--- src/rtl/uwire_ee_pkg.sv ---
package uwire_ee_pkg;
  typedef enum logic [2:0] {SQ_IDLE, SQ_CSUP, SQ_TX, SQ_RX, SQ_POLL, SQ_GAP} seq_st_e;
  typedef enum logic [2:0] {PH_RD, PH_WEN, PH_WR, PH_POLL, PH_WDS} phase_e;
  typedef enum logic [1:0] {BT_IDLE, BT_SETUP, BT_HIGH, BT_LOW} bit_st_e;

  localparam logic [2:0] OPC_READ  = 3'b110;
  localparam logic [2:0] OPC_WRITE = 3'b101;
  localparam logic [2:0] OPC_CTRL  = 3'b100;
  localparam logic [1:0] CTRL_WEN  = 2'b11;
  localparam logic [1:0] CTRL_WDS  = 2'b00;

  // bits needed for a down-counter holding 0..v-1
  function automatic int unsigned cnt_w(int unsigned v);
    return (v < 2) ? 1 : $clog2(v);
  endfunction
endpackage

--- src/rtl/uwire_bit_timer.sv ---
module uwire_bit_timer
  import uwire_ee_pkg::*;
#(
  parameter int unsigned SETUP_CYC = 25,
  parameter int unsigned HIGH_CYC  = 63,
  parameter int unsigned LOW_CYC   = 63
) (
  input  logic clk_i,
  input  logic rst_ni,
  input  logic start_i,
  input  logic bit_i,
  input  logic sdi_i,
  output logic sclk_o,
  output logic sdo_o,
  output logic done_o,
  output logic rx_bit_o
);
  localparam int unsigned MAX_A = (SETUP_CYC > HIGH_CYC) ? SETUP_CYC : HIGH_CYC;
  localparam int unsigned MAX_C = (MAX_A > LOW_CYC) ? MAX_A : LOW_CYC;
  localparam int unsigned TW    = cnt_w(MAX_C);

  bit_st_e       st_q;
  logic [TW-1:0] tmr_q;
  logic          sclk_q, sdo_q, done_q, rx_q;

  always_ff @(posedge clk_i or negedge rst_ni) begin
    if (!rst_ni) begin
      st_q   <= BT_IDLE;
      tmr_q  <= '0;
      sclk_q <= 1'b0;
      sdo_q  <= 1'b0;
      done_q <= 1'b0;
      rx_q   <= 1'b0;
    end else begin
      done_q <= 1'b0;
      unique case (st_q)
        BT_IDLE: if (start_i) begin
          sdo_q <= bit_i;
          tmr_q <= TW'(SETUP_CYC - 1);
          st_q  <= BT_SETUP;
        end
        BT_SETUP: if (tmr_q == '0) begin
          sclk_q <= 1'b1;
          tmr_q  <= TW'(HIGH_CYC - 1);
          st_q   <= BT_HIGH;
        end else tmr_q <= tmr_q - 1'b1;
        BT_HIGH: if (tmr_q == '0) begin
          sclk_q <= 1'b0;
          tmr_q  <= TW'(LOW_CYC - 1);
          st_q   <= BT_LOW;
        end else tmr_q <= tmr_q - 1'b1;
        BT_LOW: if (tmr_q == '0) begin
          rx_q   <= sdi_i;  // sampled once the full pulse is over
          done_q <= 1'b1;
          st_q   <= BT_IDLE;
        end else tmr_q <= tmr_q - 1'b1;
        default: st_q <= BT_IDLE;
      endcase
    end
  end

  assign sclk_o   = sclk_q;
  assign sdo_o    = sdo_q;
  assign done_o   = done_q;
  assign rx_bit_o = rx_q;
endmodule

--- src/rtl/uwire_ee_seq.sv ---
module uwire_ee_seq
  import uwire_ee_pkg::*;
#(
  parameter int unsigned ADDR_W       = 7,
  parameter int unsigned DATA_W       = 8,
  parameter int unsigned CS_SETUP_CYC = 13,
  parameter int unsigned CS_GAP_CYC   = 63,
  parameter int unsigned POLL_LIMIT   = 4096
) (
  input  logic              clk_i,
  input  logic              rst_ni,
  input  logic              req_i,
  input  logic              wr_i,
  input  logic [ADDR_W-1:0] addr_i,
  input  logic [DATA_W-1:0] wdata_i,
  output logic              ready_o,
  output logic              busy_o,
  output logic              done_o,
  output logic [DATA_W-1:0] rdata_o,
  output logic              timeout_o,
  output logic              cs_o,
  output logic              bit_start_o,
  output logic              bit_val_o,
  input  logic              bit_done_i,
  input  logic              rx_bit_i
);
  localparam int unsigned CMD_W = 3 + ADDR_W;
  localparam int unsigned TX_W  = CMD_W + DATA_W;
  localparam int unsigned TXC_W = $clog2(TX_W + 1);
  localparam int unsigned RXC_W = $clog2(DATA_W + 1);
  localparam int unsigned PC_W  = cnt_w(POLL_LIMIT);
  localparam int unsigned TMR_M = (CS_SETUP_CYC > CS_GAP_CYC) ? CS_SETUP_CYC : CS_GAP_CYC;
  localparam int unsigned TMR_W = cnt_w(TMR_M);

  function automatic logic [TX_W-1:0] frame_of(phase_e ph, logic [ADDR_W-1:0] a,
                                              logic [DATA_W-1:0] d);
    unique case (ph)
      PH_RD:   return {OPC_READ, a, {DATA_W{1'b0}}};
      PH_WEN:  return {OPC_CTRL, CTRL_WEN, {(ADDR_W-2){1'b0}}, {DATA_W{1'b0}}};
      PH_WR:   return {OPC_WRITE, a, d};
      PH_WDS:  return {OPC_CTRL, CTRL_WDS, {(ADDR_W-2){1'b0}}, {DATA_W{1'b0}}};
      default: return '0;
    endcase
  endfunction

  function automatic logic [TXC_W-1:0] len_of(phase_e ph);
    unique case (ph)
      PH_WR:   return TXC_W'(TX_W);
      PH_POLL: return '0;
      default: return TXC_W'(CMD_W);
    endcase
  endfunction

  seq_st_e           st_q;
  phase_e            ph_q, launch_ph;
  logic [TX_W-1:0]   tx_sr_q;
  logic [TXC_W-1:0]  tx_left_q;
  logic [RXC_W-1:0]  rx_left_q;
  logic [DATA_W-1:0] rx_sr_q, rdata_q, data_q, launch_d;
  logic [ADDR_W-1:0] addr_q, launch_a;
  logic [PC_W-1:0]   poll_cnt_q;
  logic [TMR_W-1:0]  tmr_q;
  logic              pend_q, cs_q, done_q, timeout_q, launch, finish;

  always_comb begin
    launch    = 1'b0;
    finish    = 1'b0;
    launch_ph = PH_RD;
    if (st_q == SQ_IDLE && req_i) begin
      launch    = 1'b1;
      launch_ph = wr_i ? PH_WEN : PH_RD;
    end else if (st_q == SQ_GAP && tmr_q == '0) begin
      unique case (ph_q)
        PH_WEN:  begin launch = 1'b1; launch_ph = PH_WR;   end
        PH_WR:   begin launch = 1'b1; launch_ph = PH_POLL; end
        PH_POLL: begin launch = 1'b1; launch_ph = PH_WDS;  end
        default: finish = 1'b1;
      endcase
    end
    launch_a = (st_q == SQ_IDLE) ? addr_i  : addr_q;
    launch_d = (st_q == SQ_IDLE) ? wdata_i : data_q;
  end

  assign bit_start_o = !pend_q && (st_q inside {SQ_TX, SQ_RX, SQ_POLL});
  assign bit_val_o   = (st_q == SQ_TX) && tx_sr_q[TX_W-1];

  always_ff @(posedge clk_i or negedge rst_ni) begin
    if (!rst_ni) begin
      st_q       <= SQ_IDLE;
      ph_q       <= PH_RD;
      tx_sr_q    <= '0;
      tx_left_q  <= '0;
      rx_left_q  <= '0;
      rx_sr_q    <= '0;
      rdata_q    <= '0;
      addr_q     <= '0;
      data_q     <= '0;
      poll_cnt_q <= '0;
      tmr_q      <= '0;
      pend_q     <= 1'b0;
      cs_q       <= 1'b0;
      done_q     <= 1'b0;
      timeout_q  <= 1'b0;
    end else begin
      done_q <= 1'b0;
      if (launch) begin
        if (st_q == SQ_IDLE) begin
          addr_q    <= addr_i;
          data_q    <= wdata_i;
          timeout_q <= 1'b0;
        end
        ph_q       <= launch_ph;
        tx_sr_q    <= frame_of(launch_ph, launch_a, launch_d);
        tx_left_q  <= len_of(launch_ph);
        rx_left_q  <= RXC_W'(DATA_W);
        poll_cnt_q <= '0;
        pend_q     <= 1'b0;
        cs_q       <= 1'b1;
        tmr_q      <= TMR_W'(CS_SETUP_CYC - 1);
        st_q       <= SQ_CSUP;
      end else if (finish) begin
        done_q <= 1'b1;
        st_q   <= SQ_IDLE;
      end else begin
        if (bit_start_o) begin
          pend_q <= 1'b1;
          if (st_q == SQ_TX) begin
            tx_sr_q   <= tx_sr_q << 1;
            tx_left_q <= tx_left_q - 1'b1;
          end
        end
        unique case (st_q)
          SQ_CSUP:
            if (tmr_q == '0) st_q <= (ph_q == PH_POLL) ? SQ_POLL : SQ_TX;
            else tmr_q <= tmr_q - 1'b1;
          SQ_TX: if (pend_q && bit_done_i) begin
            pend_q <= 1'b0;
            if (tx_left_q == '0) begin
              if (ph_q == PH_RD) st_q <= SQ_RX;
              else begin
                cs_q <= 1'b0; tmr_q <= TMR_W'(CS_GAP_CYC - 1); st_q <= SQ_GAP;
              end
            end
          end
          SQ_RX: if (pend_q && bit_done_i) begin
            pend_q    <= 1'b0;
            rx_sr_q   <= {rx_sr_q[DATA_W-2:0], rx_bit_i};
            rx_left_q <= rx_left_q - 1'b1;
            if (rx_left_q == RXC_W'(1)) begin
              rdata_q <= {rx_sr_q[DATA_W-2:0], rx_bit_i};
              cs_q <= 1'b0; tmr_q <= TMR_W'(CS_GAP_CYC - 1); st_q <= SQ_GAP;
            end
          end
          SQ_POLL: if (pend_q && bit_done_i) begin
            pend_q <= 1'b0;
            if (rx_bit_i || poll_cnt_q == PC_W'(POLL_LIMIT - 1)) begin
              if (!rx_bit_i) timeout_q <= 1'b1;
              cs_q <= 1'b0; tmr_q <= TMR_W'(CS_GAP_CYC - 1); st_q <= SQ_GAP;
            end else poll_cnt_q <= poll_cnt_q + 1'b1;
          end
          SQ_GAP: tmr_q <= tmr_q - 1'b1;
          default: ;
        endcase
      end
    end
  end

  assign ready_o   = (st_q == SQ_IDLE);
  assign busy_o    = (st_q != SQ_IDLE);
  assign done_o    = done_q;
  assign rdata_o   = rdata_q;
  assign timeout_o = timeout_q;
  assign cs_o      = cs_q;
endmodule

--- src/rtl/uwire_ee_master.sv ---
module uwire_ee_master
  import uwire_ee_pkg::*;
#(
  parameter int unsigned ADDR_W       = 7,
  parameter int unsigned DATA_W       = 8,
  parameter int unsigned SETUP_CYC    = 25,
  parameter int unsigned HIGH_CYC     = 63,
  parameter int unsigned LOW_CYC      = 63,
  parameter int unsigned CS_SETUP_CYC = 13,
  parameter int unsigned CS_GAP_CYC   = 63,
  parameter int unsigned POLL_LIMIT   = 4096
) (
  input  logic              clk_i,
  input  logic              rst_ni,
  input  logic              req_i,
  output logic              ready_o,
  input  logic              wr_i,
  input  logic [ADDR_W-1:0] addr_i,
  input  logic [DATA_W-1:0] wdata_i,
  output logic              busy_o,
  output logic              done_o,
  output logic [DATA_W-1:0] rdata_o,
  output logic              timeout_o,
  output logic              cs_o,
  output logic              sclk_o,
  output logic              sdo_o,
  input  logic              sdi_i
);
  logic bit_start, bit_val, bit_done, rx_bit;

  uwire_ee_seq #(
    .ADDR_W(ADDR_W), .DATA_W(DATA_W), .CS_SETUP_CYC(CS_SETUP_CYC),
    .CS_GAP_CYC(CS_GAP_CYC), .POLL_LIMIT(POLL_LIMIT)
  ) u_seq (
    .clk_i(clk_i), .rst_ni(rst_ni), .req_i(req_i), .wr_i(wr_i),
    .addr_i(addr_i), .wdata_i(wdata_i), .ready_o(ready_o), .busy_o(busy_o),
    .done_o(done_o), .rdata_o(rdata_o), .timeout_o(timeout_o), .cs_o(cs_o),
    .bit_start_o(bit_start), .bit_val_o(bit_val), .bit_done_i(bit_done),
    .rx_bit_i(rx_bit)
  );

  uwire_bit_timer #(
    .SETUP_CYC(SETUP_CYC), .HIGH_CYC(HIGH_CYC), .LOW_CYC(LOW_CYC)
  ) u_bit (
    .clk_i(clk_i), .rst_ni(rst_ni), .start_i(bit_start), .bit_i(bit_val),
    .sdi_i(sdi_i), .sclk_o(sclk_o), .sdo_o(sdo_o), .done_o(bit_done),
    .rx_bit_o(rx_bit)
  );
endmodule

--- config.mk ---
export PLATFORM = sky130hd
export DESIGN_NAME = uwire_ee_master
export DESIGN_NICKNAME = d
export VERILOG_FILES = /design/src/rtl/uwire_ee_pkg.sv /design/src/rtl/uwire_bit_timer.sv /design/src/rtl/uwire_ee_seq.sv /design/src/rtl/uwire_ee_master.sv
export SDC_FILE = /design/constraint.sdc
export NUM_CORES = 1
export LEC_CHECK = 0
export BUFFER_PORTS_ARGS = -buffer_cell sky130_fd_sc_hd__buf_2
export CAP_MARGIN = 20
export CORE_MARGIN = 3
export CORE_UTILIZATION = 65
export CTS_CLUSTER_SIZE = 40
export DETAILED_ROUTE_END_ITERATION = 10
export PLACE_DENSITY_LB_ADDON = 0.05
export SETUP_SLACK_MARGIN = 0.15
export SKIP_LAST_GASP = 1
export SLEW_MARGIN = 20
export SYNTH_ARGS = -nofsm -noshare
export SYNTH_HDL_FRONTEND = slang
export SYNTH_HIERARCHICAL = 1
export SYNTH_SLANG_ARGS = --single-unit
--- constraint.sdc ---
create_clock -name clk_i -period 4.45 [get_ports clk_i]
set_clock_uncertainty 0.05 [all_clocks]
set_input_delay 1.1125 -clock clk_i [delete_from_list [all_inputs] [get_ports clk_i]]
set_output_delay 1.1125 -clock clk_i [all_outputs]
set_load 0.005 [all_outputs]
==> qor.yml, run 1 <==
rrSetupSlack_ns: 1.50
worstMarginPinSlew_ns: 0.759
tns_ns: 0
synthTopCellsByCount: "97 x dfrtp_1, 97 x nand2_1, 37 x nor2_1"
met1_usage: 0.337
ant_nets: 0
hp-start: "u_seq/data_q[3]"
initial_core_util: 0.682
synth_top_area_cell: "dfrtp_1"
holdCritPathClass: "flip-flop to flip-flop"
crit-reg2reg-launch: "u_seq/st_q[0]"
crit_buf_inv: 1
p_sw_frac: 0.229
power_density_mw_per_mm2: 262
cts_max_level: 3
grt_pass1_vias: 3721
p_comb_frac: 0.021
total_power_mw: 1.42
antenna_found_initial: 0
syn_nets: 547
start_kind: "flip-flop"
rows: 31
critPathLaunch: "u_seq/st_q[0]"
drt-total-wl_um: 9980
cts_resized: 0
grt_usage: 0.244
vias_per_cell: 5.87
clock_latency_ns: 0.36
hold_slack_ns: 0.431
place.gp.congestion: 0.857
hpwl_um: 7140
use_met2: 0.392
grt_first_pass_wirelength_um: 17200
required_ns: 4.62
clock-root-buffer: "clkbuf_8"
yosys.area.top_type_share: 0.480
fmax_ghz: 0.339
die_y_um: 94.2
yosys_warnings: 6
drv_slew: 0
dr.first_iter.drc_count: 228
pwr-share-clk: 0.360
io_pins: 35
io_buffers: 34
numCtsBuffers: 9
rr_worst_depth: 7
whs_path_depth: 2
crit_fanout: 21
grt_use_met3: 0.0465
slew_headroom: 0.494
setup_viol: 0
clk_pin_slew_ns: 0.09
max-vdd-ir-drop_mv: 0.163
synthCells: 513
core_area_sq_mm: 0.00741
final_area_sq_mm: 0.00543
seq_area_frac_synth: 0.480
hold_viol_final: 0
instances_no_fill: 644
synthArstFlopShare: 1.00
preCtsSetupSlack_ns: 1.35
final_nets: 574
cts_tree: "yes"
grt_start_max_net_pins: 57
vias: 3783
rsz0062_at_grt: "no"
wire_per_inst_um: 15.5
pwr-share-seq: 0.619
cts.sinks: 97
hold_end: "u_seq/data_q[3]"
cts_setup_buffers: 0
netlist_area_sq_mm: 0.00505
crit_chain: "nor3_2 > buf_4 > nand2_1 > and2_1 > nand2_1 > a21oi_1 > a21oi_1"
synth_seq_cells: 97
diodes: 0
worstPathArrival_ns: 3.12
dr.pass1.iters: 4
route.detailed.drc: 0
setup_slack_ns: 1.50
status: "completed"
place_inst: 628
yosysUniqueCellTypes: 68
top_usage_layer: "met2"
timing.rr.end: "u_seq/tx_left_q[4]"
avgSynthCellArea_sq_um: 9.85
slowest_stage: "dfrtp_1"
critPathMaxStageDelay_ns: 0.78
post-route-min-period_ns: 2.95
utilization: 0.733
drive_gt1_frac: 0.169
die_x_um: 94.2
cts_max_path_buffers: 2
globalRouteOverflowTotal: 0
cpLargestDelayFamily: "simple AND/OR/NAND/NOR gates"
synth_edf_count: 0
areaGrowthSynthToFinish_pct: 7.45
ys.flop_type: "dfrtp_1"
critPathKind: "flip-flop to flip-flop"
p_int_mw: 1.10
fillers: 546
cts_hold_buf: 0
cp-end-kind: "flip-flop"
die-area_sq_mm: 0.00887
max_cap_viol_count: 0
ys_top_cells_by_area: "dfrtp_1 48%, nand2_1 7.2%, mux2i_1 4.4%"
post_dp_cell_area_sq_mm: 0.00526
switchingPower_uw: 326
power_leakage_nw: 2.57
post-route-period-util: 0.664
## layout by cell type (no fill, tap or decap), types with 6 or more instances in the layout
cell type,instances
a21oi_1,20
clkbuf_8,9
ha_1,14
xnor2_1,12
dfrtp_1,97
o22ai_1,8
mux2i_1,22
o21ai_1,7
buf_2,33
xor2_1,6
buf_4,7
inv_1,16
nand3_1,12
o21ai_0,23
o21a_1,10
nand2_1,97
nor2_1,37
mux2_2,11
nor3_1,9
## flip-flops by register name, summed over array words and instances, names as in the netlist
signal	cells
u_seq/tx_sr_q	18
u_seq/poll_cnt_q	12
u_seq/data_q	8
u_seq/rdata_o	8
u_seq/addr_q	7
u_seq/rx_sr_q	7
u_bit/tmr_q	6
u_seq/tmr_q	6
u_seq/tx_left_q	5
u_seq/rx_left_q	4
u_seq/ph_q	3
u_seq/st_q	3
u_bit/st_q	2
u_bit/done_o	1
u_bit/rx_bit_o	1
u_bit/sclk_o	1
u_bit/sdo_o	1
u_seq/cs_o	1
u_seq/done_o	1
u_seq/pend_q	1
u_seq/timeout_o	1
## area by class of cell
cell class,count,area (sq um),share of cell area
inverter,16,60.1,0.0111
tap,99,124,0.0228
clock buffer,11,131,0.0242
clock inverter,5,41.3,0.00761
sequential,97,2430,0.447
multi-input combinational,376,2430,0.447
timing repair buffer,40,218,0.0401
## worst reg2reg max path: cells and delay by family (launching register included)
family                 cells  cell delay (ns)
flip-flops                 1             0.78
buffers and inverters      1             0.25
AND/OR/NAND/NOR            4             1.44
AO/OA/AOI/OAI              2             0.30
## routing by layer
layer | part of all wire | vias to the layer above | wire length (um)
li1 | - | 1836 | -
met1 | 0.46 | 1856 | 4580
met2 | 0.49 | 77 | 4870
met3 | 0.040 | 14 | 401
met4 | 0.012 | 0 | 124
met5 | 0 | - | 0
## worst max path at each step
| stage | slack (ns) | depth (start not counted) | end |
|---|---|---|---|
| after CTS | 1.49 | 7 | u_seq/tx_left_q[4] |
| after global placement | 1.45 | 6 | u_seq/tx_left_q[4] |
| after detailed placement | 1.35 | 6 | u_seq/tx_left_q[4] |
| after floorplan | 1.98 | 5 | busy_o |
| after global routing | 1.26 | 7 | u_seq/tx_left_q[4] |
| final | 1.50 | 7 | u_seq/tx_left_q[4] |
## power groups by stage
stage	Combinational [mW]	Sequential, mW	Clock, mW
4_1_cts	0.0318	0.881	0.527
3_3_place_gp	0.0311	0.898	0
5_1_grt	0.0352	0.881	0.557
2_1_floorplan	0.00125	0.898	0
3_5_place_dp	0.0319	0.898	0
6_report	0.0302	0.881	0.512
## logic make-up after synthesis
family	synth area share
AOI/OAI and AO/OA	0.129
xor gates and xnor gates	0.0312
adders and majority gates	0.0347
buffers and inverters	0.0401
DFF	0.480
muxes	0.0740
and+or+nand+nor	0.211
Note: power is estimated with default switching activity, not from simulation.
==> inputs of run 2 (changes only) <==
--- a/config.mk
+++ b/config.mk
@@ -5,10 +5,11 @@
 export SDC_FILE = /design/constraint.sdc
 export NUM_CORES = 1
 export LEC_CHECK = 0
+export ABC_AREA = 1
 export BUFFER_PORTS_ARGS = -buffer_cell sky130_fd_sc_hd__buf_2
 export CAP_MARGIN = 20
 export CORE_MARGIN = 3
-export CORE_UTILIZATION = 65
+export CORE_UTILIZATION = 55
 export CTS_CLUSTER_SIZE = 40
 export DETAILED_ROUTE_END_ITERATION = 10
 export PLACE_DENSITY_LB_ADDON = 0.05
==> constraint.sdc (replaced) <==
create_clock -name clk_i -period 2.6 [get_ports clk_i]
set_clock_uncertainty 0.05 [all_clocks]
set_input_delay 0.65 -clock clk_i [delete_from_list [all_inputs] [get_ports clk_i]]
set_output_delay 0.65 -clock clk_i [all_outputs]
set_load 0.005 [all_outputs]
==> qor.yml, run 2 <==
status: "completed"
synth_most_common_cell: "nand2_1"
cts_max_level: 3
die_x_um: 104
crit_buf_inv: 2
diodes: 0
cp_num_cells: 4
crit_fanout: 21
clock_latency_ns: 0.35
grt_usage: 0.214
worstMarginPinSlew_ns: 0.505
largest_reg_flops: 18
yosysUniqueCellTypes: 39
rsz0062_at_grt: "no"
synth_seq_cells: 97
cts_tree: "yes"
post-route-min-period_ns: 2.28
syn_nets: 716
hpwl_um: 8180
ant_nets: 0
power_leakage_nw: 2.84
critPathLaunch: "u_seq/st_q[0]"
crit-reg2reg-launch: "u_seq/st_q[0]"
grt_pass1_vias: 4261
die-area_sq_mm: 0.0109
grt_start_max_net_pins: 39
dr.pass1.iters: 6
slew_headroom: 0.663
cts.sinks: 97
globalRouteOverflowTotal: 0
post-route-period-util: 0.878
top_regs: "u_seq/tx_sr_q x18, u_seq/poll_cnt_q x12"
initial_core_util: 0.571
drt-total-wl_um: 11100
clk_pin_slew_ns: 0.10
drive_gt1_frac: 0.143
synthTopCellsByCount: "196 x nand2_1, 97 x dfrtp_1, 66 x inv_1"
holdCritPathClass: "input port to asynchronous set/reset pin"
seq_area_frac_synth: 0.456
max_cap_viol_count: 0
dr.first_iter.drc_count: 244
max-vdd-ir-drop_mv: 0.654
final_nets: 751
synthMuxAreaShare: 0.00282
io_buffers: 34
start_kind: "flip-flop"
slowest_stage: "dfrtp_1"
critPathMaxStageDelay_ns: 0.45
avgSynthCellArea_sq_um: 7.81
synth_edf_count: 0
route.detailed.drc: 0
crit_chain: "nor2_1 > nand2_2 > inv_4 > buf_2"
rr_worst_depth: 10
core_area_sq_mm: 0.00933
fillers: 856
wire_per_inst_um: 13.0
vias_per_cell: 5.26
fmax_ghz: 0.438
yosys.area.top_type_share: 0.456
synth_top_area_cell: "dfrtp_1"
place.gp.congestion: 0.893
cp-end-kind: "primary output"
vias: 4476
areaGrowthSynthToFinish_pct: 8.57
synthArstFlopShare: 1.00
grt_first_pass_wirelength_um: 19400
ys.flop_type: "dfrtp_1"
rrSetupSlack_ns: 0.40
mostFrequentLayoutCells: "196 x nand2_1, 97 x dfrtp_1, 66 x inv_1"
yosys_warnings: 6
ys_top_cells_by_area: "dfrtp_1 46%, nand2_1 14%, o21ai_0 5.2%"
timing.rr.end: "u_seq/tmr_q[4]"
cts_max_path_buffers: 2
critPathKind: "flip-flop to primary output"
hold_viol_final: 0
antenna_found_initial: 0
synth_fa_ha_area_frac: 0.0329
rows: 35
numCtsBuffers: 9
required_ns: 1.90
hold_slack_ns: 0.197
worstPathArrival_ns: 1.58
synth_xor_area_frac: 0.0115
synthCells: 682
largest-register: "u_seq/tx_sr_q"
die_y_um: 104
layout_commonest_cell: "nand2_1"
synth_top_family_by_area: "simple AND/OR/NAND/NOR gates"
synthSimpleGateAreaFrac: 0.302
synth-compound-area-share: 0.122
setup_viol: 0
netlist_area_sq_mm: 0.00533
io_pins: 35
tns_ns: 0
power_density_mw_per_mm2: 1040
cpLargestDelayFamily: "flip-flops"
clock-root-buffer: "clkbuf_8"
drv_slew: 0
==> run 2: stage by stage <==
step                total power [mW]  cell area, sq um  utilization  std cells  setup slack, ns
finish                          6.00              5780        0.620        851            0.318
CTS                             6.04              5780        0.620        851            0.185
floorplan                       4.51              5330            -        682            0.887
global placement                5.08              5610        0.601        835            0.539
global route                    6.59              5780        0.620        851            0.196
detailed placement              5.14              5610        0.601        835            0.417
==> run 2: worst max-delay path by stage <==
stage	to	slack [ns]
6_report	ready_o	0.32
5_1_grt	ready_o	0.20
4_1_cts	ready_o	0.19
3_5_place_dp	u_seq/tmr_q[4]	0.42
3_3_place_gp	u_seq/tmr_q[1]	0.54
2_1_floorplan	u_bit/tmr_q[2]	0.89
==> run 2: cell families after synthesis <==
logic type,after synthesis
adders and majority gates,14
DFF,97
AOI/OAI and AO/OA,119
muxes,1
and+or+nand+nor,353
buffers and inverters,91
xor gates and xnor gates,7
==> run 2: where the power goes <==
part           internal, mW  switching, mW  leakage (nW)  total [mW]
Sequential             1.97          0.334          1.25        2.30
Combinational         0.989           1.83          1.51        2.82
Clock                 0.350          0.524        0.0749       0.874
Total                  3.30           2.69          2.84        6.00
==> run 2: cell type report <==
cell class,instances,area [sq um],area share
clock buffer,10,128,0.0221
clock inverter,6,43.8,0.00757
inverter,75,287,0.0495
multi-input combinational,494,2510,0.433
sequential,97,2430,0.420
tap,129,161,0.0279
timing repair buffer,40,230,0.0398
==> run 2: layer usage <==
layer	track usage	routed length [um]	vias up
met5	0	0	-
met4	0.0560	104	0
met3	0.0472	515	12
met2	0.347	5220	119
met1	0.290	5210	2082
li1	-	-	2263
==> run 2: repair_timing <==
item	4_1_cts	5_1_grt
endpoints found under the setup margin	0	1
hold buffers	0	0
buffers inserted	0	0
resized for setup	0	2
